### config.mk
export PLATFORM = sky130hd
export DESIGN_NAME = sio_string_seq
export DESIGN_NICKNAME = d
export VERILOG_FILES = /design/src/rtl/sio_pkg.sv /design/src/rtl/sio_addr_unit.sv /design/src/rtl/sio_page_clip.sv /design/src/rtl/sio_ctrl.sv /design/src/rtl/sio_string_seq.sv
export SDC_FILE = /design/constraint.sdc
export NUM_CORES = 1
export LEC_CHECK = 0
export BUFFER_PORTS_ARGS = -buffer_cell sky130_fd_sc_hd__buf_2
export CAP_MARGIN = 20
export CORE_UTILIZATION = 60
export CTS_BUF_LIST = sky130_fd_sc_hd__clkbuf_2 sky130_fd_sc_hd__clkbuf_4 sky130_fd_sc_hd__clkbuf_8
export DETAILED_ROUTE_END_ITERATION = 8
export GPL_TIMING_DRIVEN = 0
export PLACE_DENSITY = 0.85
export RECOVER_POWER = 50
export SYNTH_ARGS = -nofsm -noshare
export SYNTH_HDL_FRONTEND = slang
export SYNTH_SLANG_ARGS = --single-unit
### constraint.sdc
create_clock -name clk -period 17.8 [get_ports clk]
set_clock_uncertainty 0.2 [all_clocks]
set_input_delay 3.56 -clock clk [delete_from_list [all_inputs] [get_ports clk]]
set_output_delay 3.56 -clock clk [all_outputs]
set_load 0.02 [all_outputs]
### src/rtl/sio_pkg.sv
// Package: shared encodings for the string transfer sequencer.
// Assumes: encodings below match the port descriptions of the top module.
package sio_pkg;
    localparam int PAGE_BITS = 12;

    typedef enum logic [1:0] {
        ESZ_BYTE  = 2'd0,
        ESZ_WORD  = 2'd1,
        ESZ_DWORD = 2'd2,
        ESZ_DWALT = 2'd3
    } esz_e;

    typedef enum logic [1:0] {
        ASZ_16  = 2'd0,
        ASZ_32  = 2'd1,
        ASZ_64  = 2'd2,
        ASZ_64B = 2'd3
    } asz_e;

    typedef enum logic [2:0] {
        ST_IDLE  = 3'd0,
        ST_PROBE = 3'd1,
        ST_EXEC  = 3'd2,
        ST_TAIL  = 3'd3,
        ST_DONE  = 3'd4
    } st_e;
endpackage

### src/rtl/sio_addr_unit.sv
// Module: sio_addr_unit
// Forms the effective offset and linear address from the pointer, and the
// next pointer after a step of len elements in the chosen direction.
// Assumes: ADDR_W >= 32; len is 1 for single steps and the burst length otherwise.
module sio_addr_unit
    import sio_pkg::*;
#(
    parameter int ADDR_W = 64,
    parameter int CNT_W  = 32
) (
    input  logic [ADDR_W-1:0] ptr,
    input  logic [ADDR_W-1:0] seg_base,
    input  logic [1:0]        asz,
    input  logic [1:0]        esz,
    input  logic              down,
    input  logic [CNT_W-1:0]  len,
    output logic [ADDR_W-1:0] eff_off,
    output logic [ADDR_W-1:0] lin_addr,
    output logic [ADDR_W-1:0] ptr_next
);
    localparam int HI_W = ADDR_W - 32;

    logic [1:0]        shamt;
    logic [ADDR_W-1:0] delta;
    logic [ADDR_W-1:0] raw;

    // Byte-size shift for the element width.
    always_comb begin
        case (esz)
            ESZ_BYTE: shamt = 2'd0;
            ESZ_WORD: shamt = 2'd1;
            default:  shamt = 2'd2;
        endcase
    end

    // Full-width stepped pointer before address-size masking.
    always_comb begin
        delta = ADDR_W'(len) << shamt;
        raw   = down ? (ptr - delta) : (ptr + delta);
    end

    generate
        if (ADDR_W > 32) begin : g_wide
            // Address-size masking of offset and write-back, wide pointer.
            always_comb begin
                case (asz)
                    ASZ_16: begin
                        eff_off  = {{(ADDR_W-16){1'b0}}, ptr[15:0]};
                        ptr_next = {ptr[ADDR_W-1:16], raw[15:0]};
                    end
                    ASZ_32: begin
                        eff_off  = {{HI_W{1'b0}}, ptr[31:0]};
                        ptr_next = {{HI_W{1'b0}}, raw[31:0]};
                    end
                    default: begin
                        eff_off  = ptr;
                        ptr_next = raw;
                    end
                endcase
            end
        end else begin : g_narrow
            // Address-size masking when the pointer is only 32 bits wide.
            always_comb begin
                case (asz)
                    ASZ_16: begin
                        eff_off  = {{(ADDR_W-16){1'b0}}, ptr[15:0]};
                        ptr_next = {ptr[ADDR_W-1:16], raw[15:0]};
                    end
                    default: begin
                        eff_off  = ptr;
                        ptr_next = raw;
                    end
                endcase
            end
        end
    endgenerate

    // Linear address seen by memory.
    always_comb lin_addr = seg_base + eff_off;
endmodule

### src/rtl/sio_page_clip.sv
// Module: sio_page_clip
// Decides whether a word burst is allowed and how many words it moves so the
// burst stays inside one page; otherwise reports a single-element step.
// Assumes: CNT_W > PAGE_BITS, ADDR_W >= LIM_W; clk/rst_n serve the checks only.
module sio_page_clip
    import sio_pkg::*;
#(
    parameter int ADDR_W = 64,
    parameter int CNT_W  = 32,
    parameter int LIM_W  = 32,
    parameter int PG_W   = PAGE_BITS
) (
    input  logic              clk,
    input  logic              rst_n,
    input  logic [PG_W-1:0]   pg_off,
    input  logic [ADDR_W-1:0] eff_off,
    input  logic [LIM_W-1:0]  seg_limit,
    input  logic              down,
    input  logic [1:0]        esz,
    input  logic              fast_req,
    input  logic [CNT_W-1:0]  cnt,
    output logic              fast_ok,
    output logic [CNT_W-1:0]  len_eff
);
    localparam int                FIT_W     = PG_W + 1;
    localparam logic [FIT_W-1:0]  PAGE_SIZE = FIT_W'(1) << PG_W;
    localparam logic [ADDR_W-1:0] PAGE_MASK = ADDR_W'((64'd1 << PG_W) - 64'd1);
    localparam int                CHK_W     = CNT_W + 2;

    logic [FIT_W-1:0] fit_up;
    logic [FIT_W-1:0] fit_dn;
    logic [CNT_W-1:0] fit_ext;
    logic [CNT_W-1:0] clip;
    logic             over_limit;
    logic             eligible;

    // Words left in the page for each direction.
    always_comb begin
        fit_up  = (PAGE_SIZE - {1'b0, pg_off}) >> 1;
        fit_dn  = ({1'b0, pg_off} + FIT_W'(2)) >> 1;
        fit_ext = CNT_W'(down ? fit_dn : fit_up);
    end

    // Whole-page segment limit check.
    always_comb over_limit = (eff_off | PAGE_MASK) > ADDR_W'(seg_limit);

    // Burst eligibility and clipped length with single-element fallback.
    always_comb begin
        clip     = (cnt < fit_ext) ? cnt : fit_ext;
        eligible = fast_req && (esz == ESZ_WORD) && !pg_off[0] && !over_limit;
        fast_ok  = eligible && (clip != '0);
        len_eff  = fast_ok ? clip : CNT_W'(1);
    end

    logic [CHK_W-1:0] span_bytes;
    logic [CHK_W-1:0] off_ext;
    always_comb begin
        span_bytes = CHK_W'(len_eff) << 1;
        off_ext    = CHK_W'(pg_off);
    end


    up_in_page_chk: assert property (@(posedge clk) disable iff (!rst_n)
        (fast_ok && !down) |-> ((off_ext + span_bytes) <= CHK_W'(PAGE_SIZE)));

    dn_in_page_chk: assert property (@(posedge clk) disable iff (!rst_n)
        (fast_ok && down) |-> (span_bytes <= (off_ext + CHK_W'(2))));

    burst_le_cnt_chk: assert property (@(posedge clk) disable iff (!rst_n)
        fast_ok |-> ((len_eff <= cnt) && (len_eff != '0)));
endmodule

### src/rtl/sio_ctrl.sv
// Module: sio_ctrl
// Holds the transfer configuration, pointer and count, and sequences the
// probe / transfer / tail cycles until the count reaches zero.
// Assumes: ptr_next and len_eff are combinational from the registered state.
module sio_ctrl
    import sio_pkg::*;
#(
    parameter int ADDR_W = 64,
    parameter int CNT_W  = 32,
    parameter int LIM_W  = 32
) (
    input  logic              clk,
    input  logic              rst_n,
    input  logic              start,
    input  logic [ADDR_W-1:0] start_ptr,
    input  logic [ADDR_W-1:0] start_base,
    input  logic [LIM_W-1:0]  start_limit,
    input  logic              start_down,
    input  logic [1:0]        start_esz,
    input  logic [1:0]        start_asz,
    input  logic              start_to_mem,
    input  logic              start_fast,
    input  logic [CNT_W-1:0]  rep_count,
    input  logic [ADDR_W-1:0] ptr_next,
    input  logic [CNT_W-1:0]  len_eff,
    output logic [ADDR_W-1:0] ptr_q,
    output logic [ADDR_W-1:0] base_q,
    output logic [LIM_W-1:0]  limit_q,
    output logic [CNT_W-1:0]  cnt_q,
    output logic              down_q,
    output logic [1:0]        esz_q,
    output logic [1:0]        asz_q,
    output logic              fast_q,
    output logic              busy,
    output logic              probe_stb,
    output logic              xfer_stb,
    output logic              done
);
    st_e  state, state_nxt;
    logic to_mem_q;

    // Next-state selection for the step sequence.
    always_comb begin
        state_nxt = state;
        case (state)
            ST_IDLE: if (start) begin
                if (rep_count == '0)  state_nxt = ST_DONE;
                else if (start_to_mem) state_nxt = ST_PROBE;
                else                   state_nxt = ST_EXEC;
            end
            ST_PROBE: state_nxt = ST_EXEC;
            ST_EXEC:  state_nxt = ST_TAIL;
            ST_TAIL: begin
                if (cnt_q == CNT_W'(1)) state_nxt = ST_DONE;
                else if (to_mem_q)      state_nxt = ST_PROBE;
                else                    state_nxt = ST_EXEC;
            end
            ST_DONE:  state_nxt = ST_IDLE;
            default:  state_nxt = ST_IDLE;
        endcase
    end

    // State register.
    always_ff @(posedge clk) begin
        if (!rst_n) state <= ST_IDLE;
        else        state <= state_nxt;
    end

    // Configuration capture on an accepted start.
    always_ff @(posedge clk) begin
        if (!rst_n) begin
            base_q   <= '0;
            limit_q  <= '0;
            down_q   <= 1'b0;
            esz_q    <= 2'd0;
            asz_q    <= 2'd0;
            to_mem_q <= 1'b0;
            fast_q   <= 1'b0;
        end else if (state == ST_IDLE && start) begin
            base_q   <= start_base;
            limit_q  <= start_limit;
            down_q   <= start_down;
            esz_q    <= start_esz;
            asz_q    <= start_asz;
            to_mem_q <= start_to_mem;
            fast_q   <= start_fast;
        end
    end

    // Pointer and count updates: load, step/burst, tail decrement.
    always_ff @(posedge clk) begin
        if (!rst_n) begin
            ptr_q <= '0;
            cnt_q <= '0;
        end else begin
            case (state)
                ST_IDLE: if (start) begin
                    ptr_q <= start_ptr;
                    cnt_q <= rep_count;
                end
                ST_EXEC: begin
                    ptr_q <= ptr_next;
                    cnt_q <= cnt_q - (len_eff - CNT_W'(1));
                end
                ST_TAIL: cnt_q <= cnt_q - CNT_W'(1);
                default: ;
            endcase
        end
    end

    // Strobe decode from the current state.
    always_comb begin
        busy      = (state != ST_IDLE);
        probe_stb = (state == ST_PROBE);
        xfer_stb  = (state == ST_EXEC);
        done      = (state == ST_DONE);
    end


    done_then_idle_chk: assert property (@(posedge clk) disable iff (!rst_n)
        done |=> !busy);

    probe_before_xfer_chk: assert property (@(posedge clk) disable iff (!rst_n)
        (xfer_stb && to_mem_q) |-> ($past(probe_stb) && $stable(ptr_q)));

    tail_dec_chk: assert property (@(posedge clk) disable iff (!rst_n)
        (state == ST_TAIL) |=> (cnt_q == $past(cnt_q) - CNT_W'(1)));

    cnt_monotonic_chk: assert property (@(posedge clk) disable iff (!rst_n)
        (busy && $past(busy)) |-> (cnt_q <= $past(cnt_q)));

    low16_only_chk: assert property (@(posedge clk) disable iff (!rst_n)
        (xfer_stb && asz_q == ASZ_16) |=> (ptr_q[ADDR_W-1:16] == $past(ptr_q[ADDR_W-1:16])));

    upper_clear_chk: assert property (@(posedge clk) disable iff (!rst_n)
        (xfer_stb && asz_q == ASZ_32) |=> (ptr_q[ADDR_W-1:32] == '0));
endmodule

### src/rtl/sio_string_seq.sv
// Module: sio_string_seq (top)
// Sequences a repeated port/memory string transfer, one element or one
// page-clipped word burst per transfer cycle.
// Assumes: start is honoured only while busy is low; ADDR_W >= 33.
module sio_string_seq
    import sio_pkg::*;
#(
    parameter int ADDR_W = 64,
    parameter int CNT_W  = 32,
    parameter int LIM_W  = 32
) (
    input  logic              clk,
    input  logic              rst_n,
    input  logic              start,
    input  logic [ADDR_W-1:0] start_ptr,
    input  logic [ADDR_W-1:0] seg_base,
    input  logic [LIM_W-1:0]  seg_limit,
    input  logic              dir_down,
    input  logic [1:0]        elem_size,
    input  logic [1:0]        addr_size,
    input  logic              to_memory,
    input  logic              fast_req,
    input  logic [CNT_W-1:0]  rep_count,
    output logic              busy,
    output logic              probe_stb,
    output logic              xfer_stb,
    output logic [ADDR_W-1:0] xfer_addr,
    output logic [CNT_W-1:0]  xfer_len,
    output logic              xfer_fast,
    output logic [ADDR_W-1:0] ptr_out,
    output logic [CNT_W-1:0]  cnt_out,
    output logic              done
);
    logic [ADDR_W-1:0] ptr_q, base_q, eff_off, lin_addr, ptr_next;
    logic [LIM_W-1:0]  limit_q;
    logic [CNT_W-1:0]  cnt_q, len_eff;
    logic              down_q, fast_q, fast_ok;
    logic [1:0]        esz_q, asz_q;

    sio_ctrl #(.ADDR_W(ADDR_W), .CNT_W(CNT_W), .LIM_W(LIM_W)) u_ctrl (
        .clk(clk), .rst_n(rst_n), .start(start),
        .start_ptr(start_ptr), .start_base(seg_base), .start_limit(seg_limit),
        .start_down(dir_down), .start_esz(elem_size), .start_asz(addr_size),
        .start_to_mem(to_memory), .start_fast(fast_req), .rep_count(rep_count),
        .ptr_next(ptr_next), .len_eff(len_eff),
        .ptr_q(ptr_q), .base_q(base_q), .limit_q(limit_q), .cnt_q(cnt_q),
        .down_q(down_q), .esz_q(esz_q), .asz_q(asz_q), .fast_q(fast_q),
        .busy(busy), .probe_stb(probe_stb), .xfer_stb(xfer_stb), .done(done)
    );

    sio_addr_unit #(.ADDR_W(ADDR_W), .CNT_W(CNT_W)) u_addr (
        .ptr(ptr_q), .seg_base(base_q), .asz(asz_q), .esz(esz_q),
        .down(down_q), .len(len_eff),
        .eff_off(eff_off), .lin_addr(lin_addr), .ptr_next(ptr_next)
    );

    sio_page_clip #(.ADDR_W(ADDR_W), .CNT_W(CNT_W), .LIM_W(LIM_W)) u_clip (
        .clk(clk), .rst_n(rst_n),
        .pg_off(lin_addr[PAGE_BITS-1:0]), .eff_off(eff_off), .seg_limit(limit_q),
        .down(down_q), .esz(esz_q), .fast_req(fast_q), .cnt(cnt_q),
        .fast_ok(fast_ok), .len_eff(len_eff)
    );

    // Output drive: address, burst length and pointer/count view.
    always_comb begin
        xfer_addr = lin_addr;
        xfer_len  = xfer_stb ? len_eff : '0;
        xfer_fast = xfer_stb && fast_ok;
        ptr_out   = ptr_q;
        cnt_out   = cnt_q;
    end


    fast_even_chk: assert property (@(posedge clk) disable iff (!rst_n)
        xfer_fast |-> !xfer_addr[0]);

    single_len_chk: assert property (@(posedge clk) disable iff (!rst_n)
        (xfer_stb && !xfer_fast) |-> (xfer_len == CNT_W'(1)));
endmodule

[Word-level counts from Yosys, hierarchy flattened]
Cells that the tools add are included.
Cells by class
  add/subtract/negate cells: 8
  magnitude comparators: 2
  equal/unequal tests: 9
  shift-type cells: 1
  multiplexer cells: 18
  reduce and logical (&&, ||, !) cells: 19
Operator list (count)
  $pmux W64 S2: 3
  $add A64 B64 Y64: 2
  $mux W32: 4
  $mux W64: 2
  $pmux W32 S3: 1
  $gt A64 B32 Y1: 1
  $shl A32 B2 Y64: 1
  $sub A32 B1 Y32 const B: 2
  $sub A64 B64 Y64: 1
  $eq A32 B1 Y1 const B: 1
  $logic_not A32 Y1: 1
  $lt A32 B32 Y1: 1
  $reduce_bool A32 Y1: 1
  $sub A32 B32 Y32: 1
  $add A12 B2 Y13 const B: 1
  $sub A13 B12 Y13 const A: 1
  $mux W12: 1
  $pmux W3 S4: 1
  $mux W3: 3
  $eq A3 B2 Y1 const B: 2
  $logic_and A1 B1 Y1: 6
  $reduce_bool A3 Y1: 2
  $eq A2 B1 Y1 const B: 2
  $logic_not A2 Y1: 2
  other kinds (10): 14
Storage, ports and cells
  bits in registers: 202
  bits of input ports: 202
  word-level logic and storage cells: 68

[Logic depth before layout (Yosys ltp)]
  depth after elaboration: 15
  depth in mapped cells: 49
  mapped depth without buffers: 46

[By module]
Synthesis repeated with hierarchy kept, for this count alone.
Second synthesis, totals
  cell total of the unflattened synthesis: 3234
  area, all modules: 22854.4 um2
By module, submodules not included
  sio_ctrl: instances 1, cells each 1366, area each 10468.8 um2
  sio_addr_unit: instances 1, cells each 1577, area each 10381.2 um2
  sio_page_clip: instances 1, cells each 255, area each 1741.7 um2
  sio_string_seq: instances 1, cells each 36, area each 262.8 um2

[Worst setup path before layout]
Ideal clock, no wire load.
  kind: reg-to-reg
  start point: register u_ctrl.ptr_q[0]
  end point: register u_ctrl.ptr_q[51]
  library setup time: 123 ps
  arrival: 9624 ps
  data required time: 17477 ps
  slack: 7854 ps
  stages on the path, launching flop included: 46
  period minus slack after synthesis: 9946 ps
  path through: dfxtp_1 -> ha_1 -> inv_1 -> fa_1 -> nor2b_1 -> o2111ai_1 -> o211ai_4 -> nand2_1 -> or4_1 -> buf_2 -> o31a_1 -> nor2_1 -> xnor2_1 -> ha_1 -> and3_1 -> nand4_1 -> a211o_1 -> and3_1 -> [10 not listed] -> nand3_1 -> and3b_1 -> o2111ai_1 -> nand2_1 -> a21o_1 -> ha_1 -> a21o_1 -> a21o_1 -> a21o_1 -> a41o_1 -> a21o_1 -> o2111ai_1 -> a21boi_0 -> o211ai_1 -> a221oi_1 -> xnor2_1 -> a221oi_1 -> nor2_1
On the way
  longest elaborated chain between the ends: 14
RTL lines
  from (decl): line sio_ctrl.sv:26  | output logic [ADDR_W-1:0] ptr_q,
  from (signal assigned): line sio_ctrl.sv:98  | ptr_q <= start_ptr;
  from (signal assigned): line sio_ctrl.sv:102  | ptr_q <= ptr_next;
  $pmux W64 S2 (*): line sio_addr_unit.sv:46  | case (asz)
  $add A64 B64 Y64 (*): line sio_addr_unit.sv:79  | always_comb lin_addr = seg_base + eff_off;
  named net xfer_addr[6]: line sio_string_seq.sv:27  | output logic [ADDR_W-1:0] xfer_addr,
  $sub A13 B12 Y13 or $add A12 B2 Y13 (tied branches): line sio_page_clip.sv:39, sio_page_clip.sv:40
  $mux W12 (*): line sio_page_clip.sv:41  | fit_ext = CNT_W'(down ? fit_dn : fit_up);
  $lt A32 B32 Y1: line sio_page_clip.sv:49  | clip = (cnt < fit_ext) ? cnt : fit_ext;
  $mux W32 (*): line sio_page_clip.sv:49
  $reduce_bool A32 Y1: line sio_page_clip.sv:51  | fast_ok = eligible && (clip != '0);
  $logic_and A1 B1 Y1: line sio_page_clip.sv:51
  $mux W32 (*): line sio_page_clip.sv:52  | len_eff = fast_ok ? clip : CNT_W'(1);
  $shl A32 B2 Y64 (*): line sio_addr_unit.sv:38  | delta = ADDR_W'(len) << shamt;
  $add A64 B64 Y64 or $sub A64 B64 Y64 (tied branches): line sio_addr_unit.sv:39  | raw = down ? (ptr - delta) : (ptr + delta);
  $mux W64 (*): line sio_addr_unit.sv:39
  $pmux W64 S2 (*): line sio_addr_unit.sv:46
  $pmux W64 S2 (*): line sio_ctrl.sv:96  | case (state)
Mark *: on every way through the listed nets, which the timed path passes. The rest lies on a longest branch. The select of a mux whose other input is x is not followed.
A chain may end at the register's enable or synchronous reset.

[Worst setup path in the final report]
  start point: register u_ctrl.ptr_q[1]
  end point: register u_ctrl.ptr_q[48]
On the way
  longest elaborated chain between the ends: 14
RTL lines (line)
  $pmux W64 S2: sio_addr_unit.sv:46
  $add A64 B64 Y64: sio_addr_unit.sv:79
  $sub A13 B12 Y13 or $add A12 B2 Y13 (tied branches): sio_page_clip.sv:39, sio_page_clip.sv:40
  $mux W12: sio_page_clip.sv:41
  $lt A32 B32 Y1: sio_page_clip.sv:49
  $mux W32: sio_page_clip.sv:49
  $reduce_bool A32 Y1: sio_page_clip.sv:51
  $logic_and A1 B1 Y1: sio_page_clip.sv:51
  $mux W32: sio_page_clip.sv:52
  $shl A32 B2 Y64: sio_addr_unit.sv:38
  $add A64 B64 Y64 or $sub A64 B64 Y64 (tied branches): sio_addr_unit.sv:39
  $mux W64 (*): sio_addr_unit.sv:39
  $pmux W64 S2 (*): sio_addr_unit.sv:46
  $pmux W64 S2 (*): sio_ctrl.sv:96
Every way passes the cells marked *; elsewhere a longest branch is shown, timed or not. The select of a mux whose other input is x is not followed.

==> reports/results.env <==
YOSYS_WARNINGS=0
WORST_IR_DROP_VDD_mV=0.0618
GLOBALROUTETOTALUTIL_PCT=43.1
DRT_PASS1_ITERATIONS=6
GLOBALPLACE.CONGESTION=1.01
TOTALNEGATIVESETUPSLACK_NS=0
FINAL_CORE_UTILIZATION_PCT=71.1
SYNTH_AREA_PER_CELL_UM2=7.24
CRITPATHKIND='register to register'
YOSYS.AREA_SHARE.ADDER_PCT=14.2
SYNTH_ASYNC_SR_FLOP_SHARE_PCT=0
POST_SYNTH_XOR_AREA_FRACTION_PCT=7.57
FLOORPLAN.DIE.WIDTH_UM=185
IO_PINS=399
TIMING.FMAX_GHz=0.0795
SYNTH_TOP_CELL_BY_AREA='sky130_fd_sc_hd__dfxtp_1'
AREA_OF_THE_CORE_UM2=32700
HOLD_VIOL=0
POST_CTS.RESIZED_INSTANCES=0
FIN_CRIT_SH_PCT=70.6
POSTSYNTHREGISTERBITS=202
POSTCTSSETUPBUFFERS=0
CLOCK_TREE.ROOT_CELL='sky130_fd_sc_hd__clkbuf_8'
TIMING.CRITICAL_PATH.MODE_CELL='sky130_fd_sc_hd__o21ai_0'
SYNTH-EDFF-COUNT=0
SYNTHESIS.INSTANCES=2763
NUM-NETS-FINAL=3648
TRITONCTS_CLOCK_TREE='done'
CP_SLOWEST_STAGE_DELAY_NS=0.77
SYNTH.YOSYS.SEQ_AREA_SHARE_PCT=20.2
CRIT_REQUIRED_NS=18.06
SYNTH_TOP_FAMILY_BY_AREA='compound AO/OA/AOI/OAI gates'
DRT-WIRELENGTH-PER-CELL_UM=20.7
ROUTED-VIA-COUNT=23400
GRT_ANTENNA_BEFORE_REPAIR=7
FLOORPLAN.DIE_AREA_UM2=34100
WORST_SETUP_HOLD_PATH_CLK_SLEW_NS=0.06
POSTROUTEANTENNANETS=0
PORTBUFFERS=378
MAX_CAP_VIOL_COUNT=0
MOST_USED_STANDARD_CELL_BY_INSTANCE_COUNT_AFTER_SYNTHESIS='sky130_fd_sc_hd__nand2_1'
CLOCK-SINKS=202
TIMING.CRITICAL_PATH.TO_TYPE='register'
CLK-INSERTION-DELAY-LATE_NS=0.58
CTS_MADE_BUFFERS=38
POST_ROUTE_CELLS_DRIVE_ABOVE_1_SHARE_PCT=12.3
SYNTH-SIMPLE-AREA-SHARE_PCT=23.1
SYNTH_TOP_AREA_SHARE_PCT=20.2
POWER.DENSITY_CELL_AREA_nW_PER_UM2=100
DIE_HEIGHT_UM=185
CTS_MAX_LEVEL=2
SYNTH.DISTINCT_CELLS=86
SYNTH_TOP_FLOP_CELL='sky130_fd_sc_hd__dfxtp_1'
TIMING.FINAL.CRIT_PERIOD_NS=12.57
SYNTH_COMPOUND_AREA_SHARE_PCT=28.5
VIASPERCELL=6.33
NUMBER_OF_GLOBAL_ROUTE_VIAS_BEFORE_REPAIR=21400
HOLD_CLASS='register to register'
OVERFLOW=0
SETUP_VIOL=0
SYNTHTOPCELLSBYCOUNT='400 x sky130_fd_sc_hd__nand2_1, 308 x sky130_fd_sc_hd__a21oi_1, 223 x sky130_fd_sc_hd__ha_1'
DR.FIRST_ITER.DRC_COUNT=2269
GRT_MAX_DEGREE=11
POSTROUTEWIRELENGTH_UM=76600
POST_SYNTH_MAIN_AREA_CONTRIBUTORS='sky130_fd_sc_hd__dfxtp_1 20%, sky130_fd_sc_hd__ha_1 14%, sky130_fd_sc_hd__a21oi_1 7.7%'
CRITICAL_PATH.STARTPOINT_TYPE='register'
POSTCTSHOLDBUFS=0
FLOORPLAN.INITIALDENSITY_PCT=61.2
TIMING.FINAL.MAX_SLEW_VIOLATIONS=0
CP_SLOWEST_CELL='sky130_fd_sc_hd__a221oi_1'
LARGEST_FANOUT_ON_THE_CRITICAL_PATH=10
PLACE_HPWL_UM=60000
OUTCOME='complete, no violations'
SYNTH_MUX_AREA_SHARE_PCT=0.557
P_LEAK_nW=11.1
NUMBER_OF_REMAINING_DRC_ERRORS=0
CORE.ROWCOUNT=66
CTS.PATH.MAX_BUFFERS=3
NETLIST_AREA_UM2=20000
GRT_SETUP_UNREPAIRED='no'
WORST_PIN_SLEW_NS=1.22
FIRST_PASS_GRT_WIRE_LENGTH_UM=115000
CRITPATHARRIVALTIME_NS=12.83
AREAGROWTHSYNTHTOFINISH_PCT=16.2
WORST_SLEW_MARGIN_REL_PCT=18.6
## worst paths after layout
path | start | slack, ns | cells after the start | to
worst min-delay path | u_ctrl.limit_q[9] | 0.26 | 2 | u_ctrl.limit_q[9]
worst min register to register | u_ctrl.limit_q[9] | 0.26 | 2 | u_ctrl.limit_q[9]
worst max register to register | u_ctrl.ptr_q[1] | 5.23 | 43 | u_ctrl.ptr_q[48]
worst max-delay path | u_ctrl.ptr_q[1] | 5.23 | 43 | u_ctrl.ptr_q[48]
## worst max-delay path, delay by kind of cell, from the launching register on
family / cells / cell delay [ns]
compound gates: 16 / 5.29
xor+xnor: 2 / 0.20
fa+ha+maj: 4 / 1.37
buf+inv: 4 / 1.00
flops: 1 / 0.58
simple gates: 17 / 3.79
## layout make-up
type	count	area, um^2
timing repair buffer	380	1780
multi-input combinational	2319	15000
antenna	9	22.5
tap	442	553
clock buffer	57	703
clock inverter	5	52.6
inverter	94	353
fill	2868	9440
buffer	185	792
sequential	202	4040
## layout by cell type (no fill, tap or decap), types with 32 or more instances in the layout
master                       n
sky130_fd_sc_hd__xor2_1     73
sky130_fd_sc_hd__nor2_1    205
sky130_fd_sc_hd__o21ai_0   144
sky130_fd_sc_hd__nand2_1   400
sky130_fd_sc_hd__ha_1      223
sky130_fd_sc_hd__buf_2     286
sky130_fd_sc_hd__nand3_1    52
sky130_fd_sc_hd__and2_1     47
sky130_fd_sc_hd__a21o_1    113
sky130_fd_sc_hd__a311oi_1   32
sky130_fd_sc_hd__nor4_1     34
sky130_fd_sc_hd__nor2b_1    44
sky130_fd_sc_hd__dfxtp_1   202
sky130_fd_sc_hd__a221oi_1   38
sky130_fd_sc_hd__a21oi_1   308
sky130_fd_sc_hd__xnor2_1   100
sky130_fd_sc_hd__inv_1      92
sky130_fd_sc_hd__conb_1     39
sky130_fd_sc_hd__clkbuf_8   44
sky130_fd_sc_hd__clkbuf_1  250
sky130_fd_sc_hd__nor3_1     58
## power breakdown
| part | leakage (nW) | internal (mW) | switching (mW) |
|---|---|---|---|
| Clock | 0.402 | 0.264 | 0.212 |
| Sequential | 1.67 | 0.513 | 0.0972 |
| Combinational | 9.05 | 0.450 | 0.797 |
| Total | 11.1 | 1.23 | 1.11 |
## registers in the layout, indices dropped and copies added, names as in the netlist
register,cells
u_ctrl.state,3
u_ctrl.ptr_q,64
u_ctrl.down_q,1
u_ctrl.to_mem_q,1
u_ctrl.base_q,64
u_ctrl.esz_q,2
u_ctrl.asz_q,2
u_ctrl.limit_q,32
u_ctrl.cnt_q,32
u_ctrl.fast_q,1
## through the flow
stage	hold slack, ns	total power, mW	instances	cell area [um^2]	worst slack [ns]
after floorplan	0.236	1.45	2800	20100	7.85
after global placement	0.243	1.80	3620	22600	5.75
after detailed placement	0.247	1.83	3622	22600	5.72
after CTS	0.255	2.30	3684	23400	5.60
after global routing	0.272	2.46	3691	23300	4.50
final	0.258	2.33	3693	23300	5.23
## kinds of logic after synthesis
kind of cell | Yosys count
adder cells (fa/ha/maj) | 226
XOR/XNOR | 173
multiplexers | 11
other | 2
buffers and inverters | 279
AO/OA/AOI/OAI | 879
flip-flops | 202
AND/OR/NAND/NOR | 991
## per-layer routing
layer	global-route usage [%]	routed length [um]	vias to the layer above
met3	9.92	8170	325
met2	65.8	32800	1448
met5	0	0	-
met4	27.3	5030	0
li1	-	-	10900
met1	54.7	30700	10800
Power figures use the tool's default switching activity.
